`config.mk`:
```
export PLATFORM = sky130hd
export DESIGN_NAME = irq_capture_core
export DESIGN_NICKNAME = d
export VERILOG_FILES = /design/src/rtl/irq_cap_pkg.sv /design/src/rtl/irq_sync_bank.sv /design/src/rtl/irq_lane_state.sv /design/src/rtl/irq_lsb_pick.sv /design/src/rtl/irq_out_steer.sv /design/src/rtl/irq_capture_core.sv
export SDC_FILE = /design/constraint.sdc
export NUM_CORES = 1
export LEC_CHECK = 0
export BUFFER_PORTS_ARGS = -buffer_cell sky130_fd_sc_hd__buf_2
export CAP_MARGIN = 25
export CORE_AREA = 5 5 322 324
export DETAILED_ROUTE_END_ITERATION = 10
export DIE_AREA = 0 0 327 329
export PLACE_DENSITY = 0.54
export SYNTH_ARGS = -nofsm -noshare
export SYNTH_HDL_FRONTEND = slang
export SYNTH_SLANG_ARGS = --single-unit
```
`constraint.sdc`:
```
create_clock -name clk -period 4.85 [get_ports clk]
set_input_delay 0.97 -clock clk [delete_from_list [all_inputs] [get_ports clk]]
set_output_delay 0.97 -clock clk [all_outputs]
set_load 0.01 [all_outputs]
```
`src/rtl/irq_cap_pkg.sv`:
```
package irq_cap_pkg;
  localparam int unsigned VEC_W = 8;

  typedef enum logic [1:0] {
    ACT_IDLE  = 2'd0,
    ACT_RAISE = 2'd1,
    ACT_LOWER = 2'd2
  } steer_act_e;
endpackage

```
`src/rtl/irq_sync_bank.sv`:
```
module irq_sync_bank #(
  parameter int unsigned W      = 8,
  parameter int unsigned STAGES = 2
) (
  input  logic         clk,
  input  logic         rst_n,
  input  logic [W-1:0] d_i,
  output logic [W-1:0] q_o
);
  for (genvar b = 0; b < W; b++) begin : g_bit
    logic [STAGES-1:0] sh_q;
    always_ff @(posedge clk or negedge rst_n) begin
      if (!rst_n) sh_q <= '0;
      else        sh_q <= {sh_q[STAGES-2:0], d_i[b]};
    end
    assign q_o[b] = sh_q[STAGES-1];
  end
endmodule

```
`src/rtl/irq_lane_state.sv`:
```
module irq_lane_state #(
  parameter int unsigned NSRC = 8
) (
  input  logic            clk,
  input  logic            rst_n,
  input  logic [NSRC-1:0] lvl_i,
  input  logic [NSRC-1:0] edge_i,
  input  logic [NSRC-1:0] clr_hit_i,
  output logic [NSRC-1:0] last_o,
  output logic [NSRC-1:0] pend_o,
  output logic [NSRC-1:0] chg_o
);
  for (genvar g = 0; g < NSRC; g++) begin : g_lane
    logic last_q, last_n, last_en;
    logic pend_q, pend_n, pend_en;

    always_comb begin
      last_n = lvl_i[g];
      if (clr_hit_i[g])    pend_n = 1'b0;
      else if (edge_i[g])  pend_n = pend_q | (lvl_i[g] & ~last_q);
      else                 pend_n = lvl_i[g];
      last_en = (last_n != last_q);
      pend_en = (pend_n != pend_q);
    end

    always_ff @(posedge clk or negedge rst_n) begin
      if (!rst_n) begin
        last_q <= 1'b0;
        pend_q <= 1'b0;
      end else begin
        if (last_en) last_q <= last_n;
        if (pend_en) pend_q <= pend_n;
      end
    end

    assign last_o[g] = last_q;
    assign pend_o[g] = pend_q;
    assign chg_o[g]  = lvl_i[g] ^ last_q;


    edge_pend_hold_chk: assert property (@(posedge clk) disable iff (!rst_n)
      (pend_q && edge_i[g] && !clr_hit_i[g]) |=> pend_q);


    edge_set_needs_rise_chk: assert property (@(posedge clk) disable iff (!rst_n)
      (!pend_q && edge_i[g] && !(lvl_i[g] && !last_q)) |=> !pend_q);
  end
endmodule

```
`src/rtl/irq_lsb_pick.sv`:
```
module irq_lsb_pick #(
  parameter int unsigned W = 8,
  localparam int unsigned IDX_W = (W > 1) ? $clog2(W) : 1
) (
  input  logic [W-1:0]     req_i,
  output logic [IDX_W-1:0] idx_o,
  output logic             hit_o
);
  always_comb begin
    idx_o = '0;
    hit_o = 1'b0;
    for (int k = W - 1; k >= 0; k--) begin
      if (req_i[k]) begin
        idx_o = IDX_W'(k);
        hit_o = 1'b1;
      end
    end
  end
endmodule

```
`src/rtl/irq_out_steer.sv`:
```
module irq_out_steer
  import irq_cap_pkg::*;
#(
  parameter int unsigned NSRC = 8,
  parameter int unsigned NOUT = 4,
  localparam int unsigned IDX_W = $clog2(NSRC),
  localparam int unsigned OUT_W = (NOUT > 1) ? $clog2(NOUT) : 1
) (
  input  logic                  clk,
  input  logic                  rst_n,
  input  steer_act_e            act_i,
  input  logic [IDX_W-1:0]      idx_i,
  input  logic [NSRC*VEC_W-1:0] vec_i,
  output logic [NOUT-1:0]       par_o
);
  logic [VEC_W-1:0] vsel;
  logic [OUT_W-1:0] tgt;
  logic [NOUT-1:0]  par_q, par_n;
  logic             par_en;

  assign vsel = vec_i[idx_i*VEC_W +: VEC_W];
  assign tgt  = OUT_W'(int'(vsel) % NOUT);

  always_comb begin
    par_n  = par_q;
    par_en = 1'b0;
    case (act_i)
      ACT_RAISE: begin par_n[tgt] = 1'b1; par_en = 1'b1; end
      ACT_LOWER: begin par_n[tgt] = 1'b0; par_en = 1'b1; end
      default:   ;
    endcase
  end

  always_ff @(posedge clk or negedge rst_n) begin
    if (!rst_n)      par_q <= '0;
    else if (par_en) par_q <= par_n;
  end

  assign par_o = par_q;


  one_par_change_chk: assert property (@(posedge clk) disable iff (!rst_n)
    1'b1 |=> ($countones(par_q ^ $past(par_q)) <= 1));
endmodule

```
`src/rtl/irq_capture_core.sv`:
```
module irq_capture_core
  import irq_cap_pkg::*;
#(
  parameter int unsigned NSRC        = 64,
  parameter int unsigned NOUT        = 8,
  parameter int unsigned SYNC_STAGES = 2,
  localparam int unsigned IDX_W      = $clog2(NSRC)
) (
  input  logic                  clk,
  input  logic                  rst_n,
  input  logic [NSRC-1:0]       src_i,
  input  logic [NSRC-1:0]       edge_i,
  input  logic [NSRC*VEC_W-1:0] vec_i,
  input  logic                  mask_we_i,
  input  logic [NSRC-1:0]       mask_wd_i,
  input  logic                  clr_i,
  input  logic [NSRC-1:0]       clr_bits_i,
  output logic [NOUT-1:0]       par_o,
  output logic [NSRC-1:0]       status_o
);
  logic [NSRC-1:0]  lvl, last_q, pend_q, chg, clr_hit;
  logic [NSRC-1:0]  evt_q, evt_n, evt_keep;
  logic [NSRC-1:0]  isr_q, isr_n;
  logic [NSRC-1:0]  mask_q;
  logic [IDX_W-1:0] e_idx, c_idx, sel_idx;
  logic             e_hit, c_hit;
  steer_act_e       act;

  irq_sync_bank #(.W(NSRC), .STAGES(SYNC_STAGES)) i_sync (
    .clk(clk), .rst_n(rst_n), .d_i(src_i), .q_o(lvl)
  );

  assign clr_hit = clr_i ? (clr_bits_i & edge_i) : '0;

  irq_lane_state #(.NSRC(NSRC)) i_lanes (
    .clk(clk), .rst_n(rst_n), .lvl_i(lvl), .edge_i(edge_i),
    .clr_hit_i(clr_hit), .last_o(last_q), .pend_o(pend_q), .chg_o(chg)
  );

  irq_lsb_pick #(.W(NSRC)) i_evt_pick (
    .req_i(evt_q), .idx_o(e_idx), .hit_o(e_hit)
  );

  irq_lsb_pick #(.W(NSRC)) i_clr_pick (
    .req_i(clr_hit & isr_q), .idx_o(c_idx), .hit_o(c_hit)
  );

  always_comb begin
    act      = ACT_IDLE;
    sel_idx  = e_idx;
    isr_n    = isr_q;
    evt_keep = evt_q;
    if (clr_i) begin
      isr_n = isr_q & ~clr_hit;
      if (c_hit) begin
        act     = ACT_LOWER;
        sel_idx = c_idx;
      end
    end else if (e_hit) begin
      evt_keep[e_idx] = 1'b0;
      if (last_q[e_idx]) begin
        if (pend_q[e_idx] && !mask_q[e_idx]) begin
          act          = ACT_RAISE;
          isr_n[e_idx] = 1'b1;
        end
      end else if (isr_q[e_idx] && !pend_q[e_idx]) begin
        act          = ACT_LOWER;
        isr_n[e_idx] = 1'b0;
      end
    end
    evt_n = evt_keep | chg;
  end

  always_ff @(posedge clk or negedge rst_n) begin
    if (!rst_n) begin
      evt_q  <= '0;
      isr_q  <= '0;
      mask_q <= '1;
    end else begin
      evt_q <= evt_n;
      isr_q <= isr_n;
      if (mask_we_i) mask_q <= mask_wd_i;
    end
  end

  irq_out_steer #(.NSRC(NSRC), .NOUT(NOUT)) i_steer (
    .clk(clk), .rst_n(rst_n), .act_i(act), .idx_i(sel_idx),
    .vec_i(vec_i), .par_o(par_o)
  );

  assign status_o = isr_q & ~mask_q;

  for (genvar g = 0; g < NSRC; g++) begin : g_chk

    isr_set_guard_chk: assert property (@(posedge clk) disable iff (!rst_n)
      (!isr_q[g] && !(pend_q[g] && !mask_q[g])) |=> !isr_q[g]);
  end


  one_isr_change_chk: assert property (@(posedge clk) disable iff (!rst_n)
    !clr_i |=> ($countones(isr_q ^ $past(isr_q)) <= 1));


  clr_drops_isr_chk: assert property (@(posedge clk) disable iff (!rst_n)
    clr_i |=> ((isr_q & $past(clr_bits_i & edge_i)) == '0));
endmodule

```
==> flow_metrics.py <==
metrics = {
    "run_status": {
        "status": "finished, violations left",
        "violations": "setup timing",
    },
    "layout": {
        "nets": 4440,
        "fin_area_um2": 35400,
        "drive_above_1_share_pct": 38.97,
        "final_core_util_pct": 35.09,
        "finalNonFillerCells": 4976,
        "syn2layout_area_growth_pct": 42.74,
    },
    "cts": {
        "clk_pin_slew_ps": 60,
        "clock-sinks": 456,
        "cts-root-buf": "clkbuf_16",
        "clock_path_buffers": 3,
        "insertion_delay_ps": 670,
        "cts_tree": "built",
        "htree_levels": 2,
        "numCtsBuffers": 56,
        "cts_hold_buf": 0,
    },
    "synth": {
        "synth_top_area_share_pct": 39.56,
        "yosysSeqAreaShare_pct": 46.34,
        "synth-warning-count": 0,
        "synth.distinct_cells": 88,
        "synth_flop_cell": "dfrtp_1",
        "yosysMostFrequentCell": "nand2_1",
        "synthTopCellsByCount": "443 x nand2_1, 392 x dfrtp_1, 238 x o21ai_0",
        "async_reset_ff_share_pct": 100.0,
        "synth_area_leaders": "dfrtp_1 40%, dfstp_2 6.8%, nand2_1 6.7%",
        "synth_area_um2": 24800,
        "synth_fp_nets": 3459,
        "synth-edff-count": 0,
        "ys_seq_elements": 456,
        "synthCells": 2622,
        "yosysTopAreaCell": "dfrtp_1",
        "avgSynthCellArea_um2": 9.457,
    },
    "critical_path": {
        "cp.depth": 22,
        "end_kind": "register",
        "max_stage_delay_ps": 410,
        "cpLargestDelayFamily": "simple AND/OR/NAND/NOR gates",
        "crit_chain": "nor4_2 -> buf_4 -> nand2_1 -> a31oi_1 -> buf_4 -> o2111ai_2 -> and2_4 -> buf_12 -> buf_4 -> nor2_2 -> buf_4 -> a221oi_2 -> a2bb2oi_1 -> nor2_2 -> and4b_2 -> nor4b_4 -> and2_4 -> inv_1 -> ha_4 -> or2_4 -> nor3b_2 -> mux2i_1",
        "r2r_cells": 22,
        "worstPathArrival_ps": 5540,
        "path_buf_inv": 6,
        "slowest_stage": "nor4_2",
        "critPathKind": "reg2reg",
        "cp-start-kind": "register",
        "cpMostUsedCell": "buf_4",
        "critPathRequiredTime_ps": 5430,
        "cp_max_fo": 7,
        "r2r_setup_slack_ps": -110,
    },
    "place": {
        "port_buffers": 523,
        "placed_cell_area_um2": 32460,
        "dp_slack_ps": -793.5,
        "dpl.hpwl_um": 111500,
        "globalplace.congestion": 1.047,
        "dp_cells": 4823,
    },
    "grt": {
        "track_usage_pct": 24.40,
        "antenna_found_initial": 49,
        "grt_pass1_wl_um": 189000,
        "grt_pass1_vias": 25970,
        "overflow": 0,
        "grt_max_degree": 100,
    },
    "sta": {
        "fmax_ghz": 0.2015,
        "drv_slew": 0,
        "min_period_ps": 4962,
        "post-route-period-util_pct": 102.3,
        "whs_ps": 334.8,
        "rsz0062_at_grt": "yes",
        "setup_viol": 8,
        "setup_slack_ps": -112.2,
        "setup_tns_ps": -500.1,
        "hold_viol": 0,
        "timing.slew.headroom_pct": 35.41,
        "worstMarginPinSlew_ps": 968.9,
        "fin_skew_ps": 38.31,
    },
    "floorplan": {
        "io_pins": 844,
        "fp.dieArea_um2": 107600,
        "die-height_um": 329,
        "core-area_um2": 100900,
        "start_util_pct": 24.59,
        "die_w_um": 327,
        "rows": 117,
    },
    "detailed_routing": {
        "vias": 25970,
        "dr.pass1.iters": 6,
        "wl_per_cell_um": 27.43,
        "routed_via_density": 5.219,
        "first_iter_violations": 2476,
        "routed_wirelength_um": 136500,
        "ant_nets": 0,
        "drc": 0,
    },
    "min_path": {
        "hold_path.class": "in2async",
    },
    "power": {
        "max-vdd-ir-drop_mv": 0.3054,
        "finalPower_mw": 13.79,
        "power.leakage_nw": 16.15,
        "power_density_nw_per_um2": 389.6,
    },
    "flow_run": {
        "max_cap_violations": 0,
    },
}
## metal layers
metal	GRT usage (%)	part of all wire [%]	wire length, µm	up-vias
met4	13.87	7.1	9697	24
met5	0	0.12	157	-
met2	39.83	46	62240	1352
met3	6.253	8.6	11750	422
li1	-	-	-	11600
met1	29.38	39	52660	12570
## timing repair
item                                   CTS  global route
buffers inserted                        16            15
pin swaps                               19            32
gates resized for setup                 76            72
endpoints found under the hold margin    0             0
gates cloned                             1             0
setup endpoints to repair               70            69
## cell type report
cell class / instances / area [µm²]
fill: 10510 / 65470
timing repair buffer: 1045 / 7056
sequential: 456 / 11490
inverter: 152 / 570.5
antenna: 18 / 45.04
clock inverter: 33 / 430.4
tap: 1309 / 1638
multi-input combinational: 1892 / 12610
clock buffer: 71 / 1558
## power breakdown
group	internal (mW)	switching (mW)	leakage [nW]
combinational	1.84	2.66	9.92
clock	2.72	1.84	0.983
sequential	4.34	0.388	5.25
total	8.90	4.89	16.1
## worst paths after layout
path                                          start                       end
max                                       evt_q[46]                  register
min                                           rst_n  i_sync.g_bit[35].sh_q[0]
max reg2reg                               evt_q[46]                  register
min reg2reg                i_sync.g_bit[38].sh_q[0]  i_sync.g_bit[38].sh_q[1]
max in group asynchronous                     rst_n                 evt_q[59]
min in group clk           i_sync.g_bit[38].sh_q[0]  i_sync.g_bit[38].sh_q[1]
## cell families after synthesis
group	after synthesis	share of synthesized area, %
flip-flops	456	46.34
AO/OA/AOI/OAI	660	17.40
buffers and inverters	274	5.066
multiplexers	201	9.188
adder cells (fa/ha/maj)	65	3.280
AND/OR/NAND/NOR	966	18.72
## layout by cell type, fill, tap and decap left out, drive strengths merged, types with 10 or more instances in the layout
cell | Yosys | final
buf | 66 | 1044
nand2 | 444 | 444
dfrtp | 392 | 392
o21ai | 247 | 247
inv | 152 | 159
nand3 | 110 | 110
nor2 | 102 | 102
mux2i | 96 | 96
nand4 | 95 | 95
mux2 | 93 | 93
a21oi | 91 | 91
o211ai | 78 | 78
clkbuf | 56 | 71
nor2b | 66 | 66
ha | 65 | 65
dfstp | 64 | 64
nor3 | 36 | 36
o311ai | 35 | 35
nor4 | 31 | 31
o22ai | 22 | 22
a32oi | 20 | 20
diode | 0 | 18
and2 | 18 | 18
a31oi | 15 | 15
a22oi | 15 | 15
clkinv | 0 | 15
o221ai | 14 | 14
and3 | 13 | 13
nand2b | 13 | 13
mux4 | 12 | 12
o31ai | 12 | 12
a311oi | 12 | 12
a221oi | 12 | 12
or2 | 11 | 11
a2111oi | 10 | 10
Power figures use the tool's default switching activity.
